<file path="src/rtl/dbg_tap_ctrl.sv">
`timescale 1ns/1ps
module dbg_tap_ctrl #(
  parameter int IR_W   = 8,
  parameter int ST_W   = 8,
  parameter int CNT_W  = 16,
  parameter int TRC_W  = 32,
  parameter logic [4:0] SEL_STAT = 5'h01,
  parameter logic [4:0] SEL_CNT  = 5'h02,
  parameter logic [4:0] SEL_TRC  = 5'h03
) (
  input  logic             tck,
  input  logic             trst_n,
  input  logic             tms,
  input  logic             tdi,
  input  logic             cpu_halted,
  output logic             tdo,
  output logic             tdo_en,
  output logic             dbg_go,
  output logic [CNT_W-1:0] cnt_q,
  output logic [TRC_W-1:0] trace_q
);

  localparam logic [IR_W-1:0] IR_CAPT = IR_W'(1);
  localparam int ST_PAD  = TRC_W - ST_W;
  localparam int CNT_PAD = TRC_W - CNT_W;

  typedef enum logic [3:0] {
    TLR, RTI, SEL_DR, CAP_DR, SH_DR, EX1_DR, PA_DR, EX2_DR, UPD_DR,
    SEL_IR, CAP_IR, SH_IR, EX1_IR, PA_IR, EX2_IR, UPD_IR
  } tap_t;

  tap_t state, nxt;
  logic [IR_W-1:0]  cmd, ir_sr;
  logic [TRC_W-1:0] dr_sr;
  logic             sync1, halted_s, wr_rej;
  logic [2:0]       tms_run;

  wire [4:0] sel      = cmd[4:0];
  wire       is_read  = cmd[7];
  wire       hit_stat = (sel == SEL_STAT);
  wire       hit_cnt  = (sel == SEL_CNT);
  wire       hit_trc  = (sel == SEL_TRC);
  wire       gated    = hit_cnt | hit_trc;
  wire [ST_W-1:0] status = {{(ST_W-2){1'b0}}, wr_rej, halted_s};

  assign dbg_go = cmd[6];

  always_comb begin
    case (state)
      TLR:     nxt = tms ? TLR    : RTI;
      RTI:     nxt = tms ? SEL_DR : RTI;
      SEL_DR:  nxt = tms ? SEL_IR : CAP_DR;
      CAP_DR:  nxt = tms ? EX1_DR : SH_DR;
      SH_DR:   nxt = tms ? EX1_DR : SH_DR;
      EX1_DR:  nxt = tms ? UPD_DR : PA_DR;
      PA_DR:   nxt = tms ? EX2_DR : PA_DR;
      EX2_DR:  nxt = tms ? UPD_DR : SH_DR;
      UPD_DR:  nxt = tms ? SEL_DR : RTI;
      SEL_IR:  nxt = tms ? TLR    : CAP_IR;
      CAP_IR:  nxt = tms ? EX1_IR : SH_IR;
      SH_IR:   nxt = tms ? EX1_IR : SH_IR;
      EX1_IR:  nxt = tms ? UPD_IR : PA_IR;
      PA_IR:   nxt = tms ? EX2_IR : PA_IR;
      EX2_IR:  nxt = tms ? UPD_IR : SH_IR;
      UPD_IR:  nxt = tms ? SEL_DR : RTI;
      default: nxt = TLR;
    endcase
  end

  always_ff @(posedge tck or negedge trst_n) begin
    if (!trst_n) state <= TLR;
    else         state <= nxt;
  end

  always_ff @(posedge tck or negedge trst_n) begin
    if (!trst_n) begin
      sync1    <= 1'b0;
      halted_s <= 1'b0;
    end else begin
      sync1    <= cpu_halted;
      halted_s <= sync1;
    end
  end

  always_ff @(posedge tck or negedge trst_n) begin
    if (!trst_n) begin
      ir_sr <= '0;
      cmd   <= '0;
    end else begin
      case (state)
        TLR:     cmd   <= '0;
        CAP_IR:  ir_sr <= IR_CAPT;
        SH_IR:   ir_sr <= {tdi, ir_sr[IR_W-1:1]};
        UPD_IR:  cmd   <= ir_sr;
        default: ;
      endcase
    end
  end

  always_ff @(posedge tck or negedge trst_n) begin
    if (!trst_n) begin
      dr_sr <= '0;
    end else if (state == CAP_DR) begin
      if (hit_stat)     dr_sr <= {{ST_PAD{1'b0}}, status};
      else if (hit_cnt) dr_sr <= {{CNT_PAD{1'b0}}, cnt_q};
      else if (hit_trc) dr_sr <= trace_q;
      else              dr_sr <= '0;
    end else if (state == SH_DR) begin
      if (hit_stat)     dr_sr <= {{ST_PAD{1'b0}}, tdi, dr_sr[ST_W-1:1]};
      else if (hit_cnt) dr_sr <= {{CNT_PAD{1'b0}}, tdi, dr_sr[CNT_W-1:1]};
      else if (hit_trc) dr_sr <= {tdi, dr_sr[TRC_W-1:1]};
      else              dr_sr <= {{(TRC_W-1){1'b0}}, tdi};
    end
  end

  always_ff @(posedge tck or negedge trst_n) begin
    if (!trst_n) begin
      cnt_q   <= '0;
      trace_q <= '0;
      wr_rej  <= 1'b0;
    end else if (state == UPD_DR && !is_read) begin
      if (hit_stat) wr_rej <= 1'b0;
      else if (gated && !halted_s) wr_rej <= 1'b1;
      else if (hit_cnt) cnt_q   <= dr_sr[CNT_W-1:0];
      else if (hit_trc) trace_q <= dr_sr;
    end
  end

  always_ff @(negedge tck or negedge trst_n) begin
    if (!trst_n) begin
      tdo    <= 1'b0;
      tdo_en <= 1'b0;
    end else begin
      tdo_en <= (state == SH_IR) || (state == SH_DR);
      tdo    <= (state == SH_IR) ? ir_sr[0] : (state == SH_DR) ? dr_sr[0] : 1'b0;
    end
  end

  always_ff @(posedge tck or negedge trst_n) begin
    if (!trst_n)             tms_run <= '0;
    else if (!tms)           tms_run <= '0;
    else if (tms_run != 3'd5) tms_run <= tms_run + 3'd1;
  end


  tlr_escape_chk: assert property (@(posedge tck) disable iff (!trst_n)
    (tms && tms_run >= 3'd4) |=> (state == TLR));


  cmd_hold_chk: assert property (@(posedge tck) disable iff (!trst_n)
    (state != UPD_IR && state != TLR) |=> $stable(cmd));


  gate_hold_chk: assert property (@(posedge tck) disable iff (!trst_n)
    !halted_s |=> ($stable(cnt_q) && $stable(trace_q)));


  reject_flag_chk: assert property (@(posedge tck) disable iff (!trst_n)
    (state == UPD_DR && !is_read && gated && !halted_s) |=> wr_rej);


  sync_lag_chk: assert property (@(posedge tck) disable iff (!trst_n)
    $rose(halted_s) |-> $past(cpu_halted, 2));


  tdo_en_state_chk: assert property (@(posedge tck) disable iff (!trst_n)
    (state != SH_IR && state != SH_DR) |-> !tdo_en);


  tdo_quiet_chk: assert property (@(posedge tck) disable iff (!trst_n)
    !tdo_en |-> !tdo);

endmodule

</file>
<file path="config.mk">
export PLATFORM = sky130hd
export DESIGN_NAME = dbg_tap_ctrl
export DESIGN_NICKNAME = d
export VERILOG_FILES = /design/src/rtl/dbg_tap_ctrl.sv
export SDC_FILE = /design/constraint.sdc
export NUM_CORES = 1
export LEC_CHECK = 0
export ABC_AREA = 1
export BUFFER_PORTS_ARGS = -buffer_cell sky130_fd_sc_hd__buf_4
export CAP_MARGIN = 20
export CORE_ASPECT_RATIO = 0.7
export CORE_MARGIN = 3
export CORE_UTILIZATION = 37
export CTS_CLUSTER_SIZE = 10
export DETAILED_ROUTE_END_ITERATION = 12
export PLACE_DENSITY_LB_ADDON = 0.08
export SLEW_MARGIN = 0
export SYNTH_ARGS = -nofsm -noshare
export SYNTH_HDL_FRONTEND = slang
export SYNTH_SLANG_ARGS = --single-unit
</file>
<file path="constraint.sdc">
create_clock -name tck -period 2.08 [get_ports tck]
set_clock_uncertainty 0.05 [all_clocks]
set_input_delay 0.416 -clock tck [delete_from_list [all_inputs] [get_ports tck]]
set_output_delay 0.416 -clock tck [all_outputs]
set_load 0.01 [all_outputs]
</file>
# Word-level counts from Yosys, hierarchy flattened
# Cells that the tools add are included.
# W data, S select, Z words.
# totals
register_bits,105
input_bits,5
output_inout_bits,51
wordCells,76
# op_classes
eq_ne,18
mux,27
n_bitwise,4
reduce_logical,16
# ops
cell,n
$mux W32,8
$pmux W4 S12,1
$eq A4 B4 Y1 const B,8
$pmux W8 S2,2
$eq A4 B3 Y1 const B,4
$mux W4,4
$eq A5 B2 Y1 const B,2
$eq A4 B2 Y1 const B,2
$reduce_bool A2 Y1,4
$mux W1,7
$mux W2,3
$mux W3,2
$eq A5 B1 Y1 const B,1
$reduce_and A5 Y1,1
$eq A4 B1 Y1 const B,1
$logic_not A4 Y1,1
$reduce_and A4 Y1,1
$reduce_or A2 Y1,2
$not A1 Y1,3
$reduce_or A3 Y1,1
$logic_and A1 B1 Y1,2
$logic_not A1 Y1,2
$reduce_and A2 Y1,1
$logic_or A1 B1 Y1,1
$or A1 B1 Y1,1

# Logic depth before layout (Yosys ltp)
# depth
word_depth,6
ltp_mapped,10

==> metrics <==
crit path DAT between 1.5 and 2 ns; async set or reset register ratio after synthesis 1.00; Switching Share 0.336; Post-synth EDFFs 0; mux cell area share after synthesis 0; latest clock arrival within the worst-skew pair 0.34 ns; number of max-cap violations 0; Die Area about 14000 sq um; via-per-instance ratio 4.97; Slew HR 0.592; port bufs between 50 and 60; Power, Total ~5.3 mW; syn_area_per_cell 8.37 sq um; die width 141 microns; initial DRC count 267; clk slew on worst S/H paths 0.07 ns; power share of the clock group 0.301; synth top area cells dfrtp_1, nand2_1, o21ai_0; largest area contributor in the netlist dfrtp_1; Post-Syn Area approximately 4700 sq um; startpoint class of the critical path flip-flop; CTS Buffer Depth 2; outcome finished with violations; setup ws final -0.268 ns; Buf/Inv on CP 1; H-tree Lvls 3; Max VDD drop 0.490 mV; Slowest-stage cell, CP dfrtn_1; Synth Register Bits 104; Seq/Total Area, Yosys 0.549; power per cell area 922 nW/um^2; All-Layer GR Usage 0.170; DP Worst Slack between 0.06 and 0.07 ns; GPL Wtd Cong between 0.7 and 0.8; xor/xnor share of the synthesized area 0; first-pass GRT wire length 19200 microns; I/O pin count 56; Final Hold Viols 0; endpoints failing setup 2; failing checks negative setup slack; final net count 632; TritonCTS clock tree built; layout cell share with drive strength beyond 1 0.171; Final Slew Violations 0; crit end category output pin; sequential share of power 0.445; dpl hpwl 7880 microns; vias in the first global route approximately 3700; grt met2 use 0.239; largest fanout on the critical path 1; Ant. Diodes 0; WHS about 0.075 ns; Adder-Cell Fraction of Synth Area 0; core area 12100 sq um; placement row count 33; Unique masters post-synth 27; vias after detailed routing approximately 4000; Root Buffer clkbuf_16; Layout area overhead 20.2%; top cell type's share of synthesized area 0.539; remaining global-route overflow 0; family with the most delay on the worst path flip-flops; RSZ-0062 raised after global routing yes; Critical Path RT 1.61 ns; die height 101 microns; Starting Density 0.392; average wire per standard cell 14.7 microns; Setup CP Type reg -> out; Yosys warnings 0; ys flop type dfrtp_1; worst min path class in -> async; Critical Path, Cell by Cell buf_4; Crit path largest cell delay 0.39 ns; internal power 3.49 mW; largest net degree at the start of global routing 103; Detailed Routing Iterations Pass 1 5; Cells after Synth 566; overall routed net length 11600 microns; Synth Area in Compound Gates 0.159; largest family of logic cells by synthesized area simple AND/OR/NAND/NOR gates; TritonCTS sink count around 100; Num CTS Buffers 9; initial antenna violation count 0; Least-Margin Pin Slew slightly above 0.6 ns; Synth Area in Simple Gates 0.208; syn nets 571; FILL cells 1173; switching pwr 1.77 mW; gr busiest metal met1; M1 GR Usage 0.264; routing usage on met3 0.0360; logic gate share of total power 0.254; drc violations 0; Pleak 2.70 nW; final antenna-violating net count 0
==> stage by stage <==
step                      area (sq um)  setup TNS, ns  std cells   util
after floorplan                   4740              0        566      -
after global placement            5410              0        772  0.447
after detailed placement          5410              0        772  0.447
after CTS                         5690         -0.558        787  0.470
after global routing              5700         -0.575        788  0.471
final                             5700         -0.529        788  0.471
==> repair_timing <==
item	CTS	global route
hold buffers	0	0
pin swaps	0	0
resized for setup	0	2
buffers inserted	0	1
endpoints found under the setup margin	2	4
hold endpoints to repair	0	0
==> routing by layer <==
metal / part of all wire / routed length [microns]
met1: 0.53 / 6160
met3: 0.046 / 533
met2: 0.42 / 4850
met5: 0 / 0
met4: 0.0066 / 77
==> layout by cell type (no fill, tap or decap), types with 4 or more instances in the layout <==
cell type / instances
nor2_2: 5
nor2_1: 25
inv_1: 65
o21ai_0: 51
o22ai_1: 10
dfrtp_1: 102
buf_4: 70
nand3_1: 12
o21a_1: 5
nand4_1: 8
clkbuf_16: 9
o21ai_1: 20
buf_12: 4
nor2_4: 4
o211ai_1: 24
a21oi_1: 19
nand2_1: 174
==> path summary, 6_finish.rpt <==
check,depth (start not counted),from,end,slack [ns]
setup / recovery,1,tdo$_DFF_NN0_,tdo,-0.27
hold / removal,2,trst_n,state[2]$_DFF_PN0_,0.07
setup reg to reg,6,state[3]$_DFF_PN0_,tdo$_DFF_NN0_,0.09
hold reg to reg,0,sync1$_DFF_PN0_,halted_s$_DFF_PN0_,0.30
max in group asynchronous,1,trst_n,tdo$_DFF_NN0_,1.09
min in group tck,1,cpu_halted,sync1$_DFF_PN0_,0.13
==> power groups by stage <==
stage | Sequential (mW) | Clock, mW | Combinational [mW]
after floorplan | 2.34 | 0 | 0.834
final | 2.34 | 1.58 | 1.34
after detailed placement | 2.37 | 0 | 1.30
after global placement | 2.36 | 0 | 1.29
after global routing | 2.36 | 1.72 | 1.50
after CTS | 2.34 | 1.63 | 1.31
==> cells by family (layout without fill, tap and decap cells) <==
| logic type | count (synthesis) | after routing |
|---|---|---|
| buffers and inverters | 95 | 160 |
| AND/OR/NAND/NOR | 235 | 235 |
| AO/OA/AOI/OAI | 132 | 132 |
| flip-flops | 104 | 104 |
==> final cells by class <==
cell class                      instances  area [sq um]  area share
Multi-Input combinational cell        367          1750       0.308
Sequential cell                       104          2600       0.457
Clock inverter                          3          17.5     0.00307
Timing Repair Buffer                   74           606       0.106
Tap cell                              157           196      0.0345
Clock buffer                           12           256      0.0450
Inverter                               71           268      0.0470
==> Yosys cell counts (4+ instances only) <==
cell,n
o22ai_1,10
dfrtp_1,102
inv_1,65
o21ai_1,20
nand3_1,12
nor2_2,4
o211ai_1,24
o21a_1,5
o21ai_0,51
nor2_1,27
a21oi_1,19
buf_2,11
nand4_1,8
nand2_1,175
clkbuf_1,8
==> flip-flops by register name, summed over array words and instances (netlist names) <==
register  cells
cmd           7
cnt_q        16
dr_sr        32
halted_s      1
ir_sr         8
state         4
sync1         1
tdo           1
tdo_en        1
trace_q      32
wr_rej        1
(Power assumes the default switching activity.)
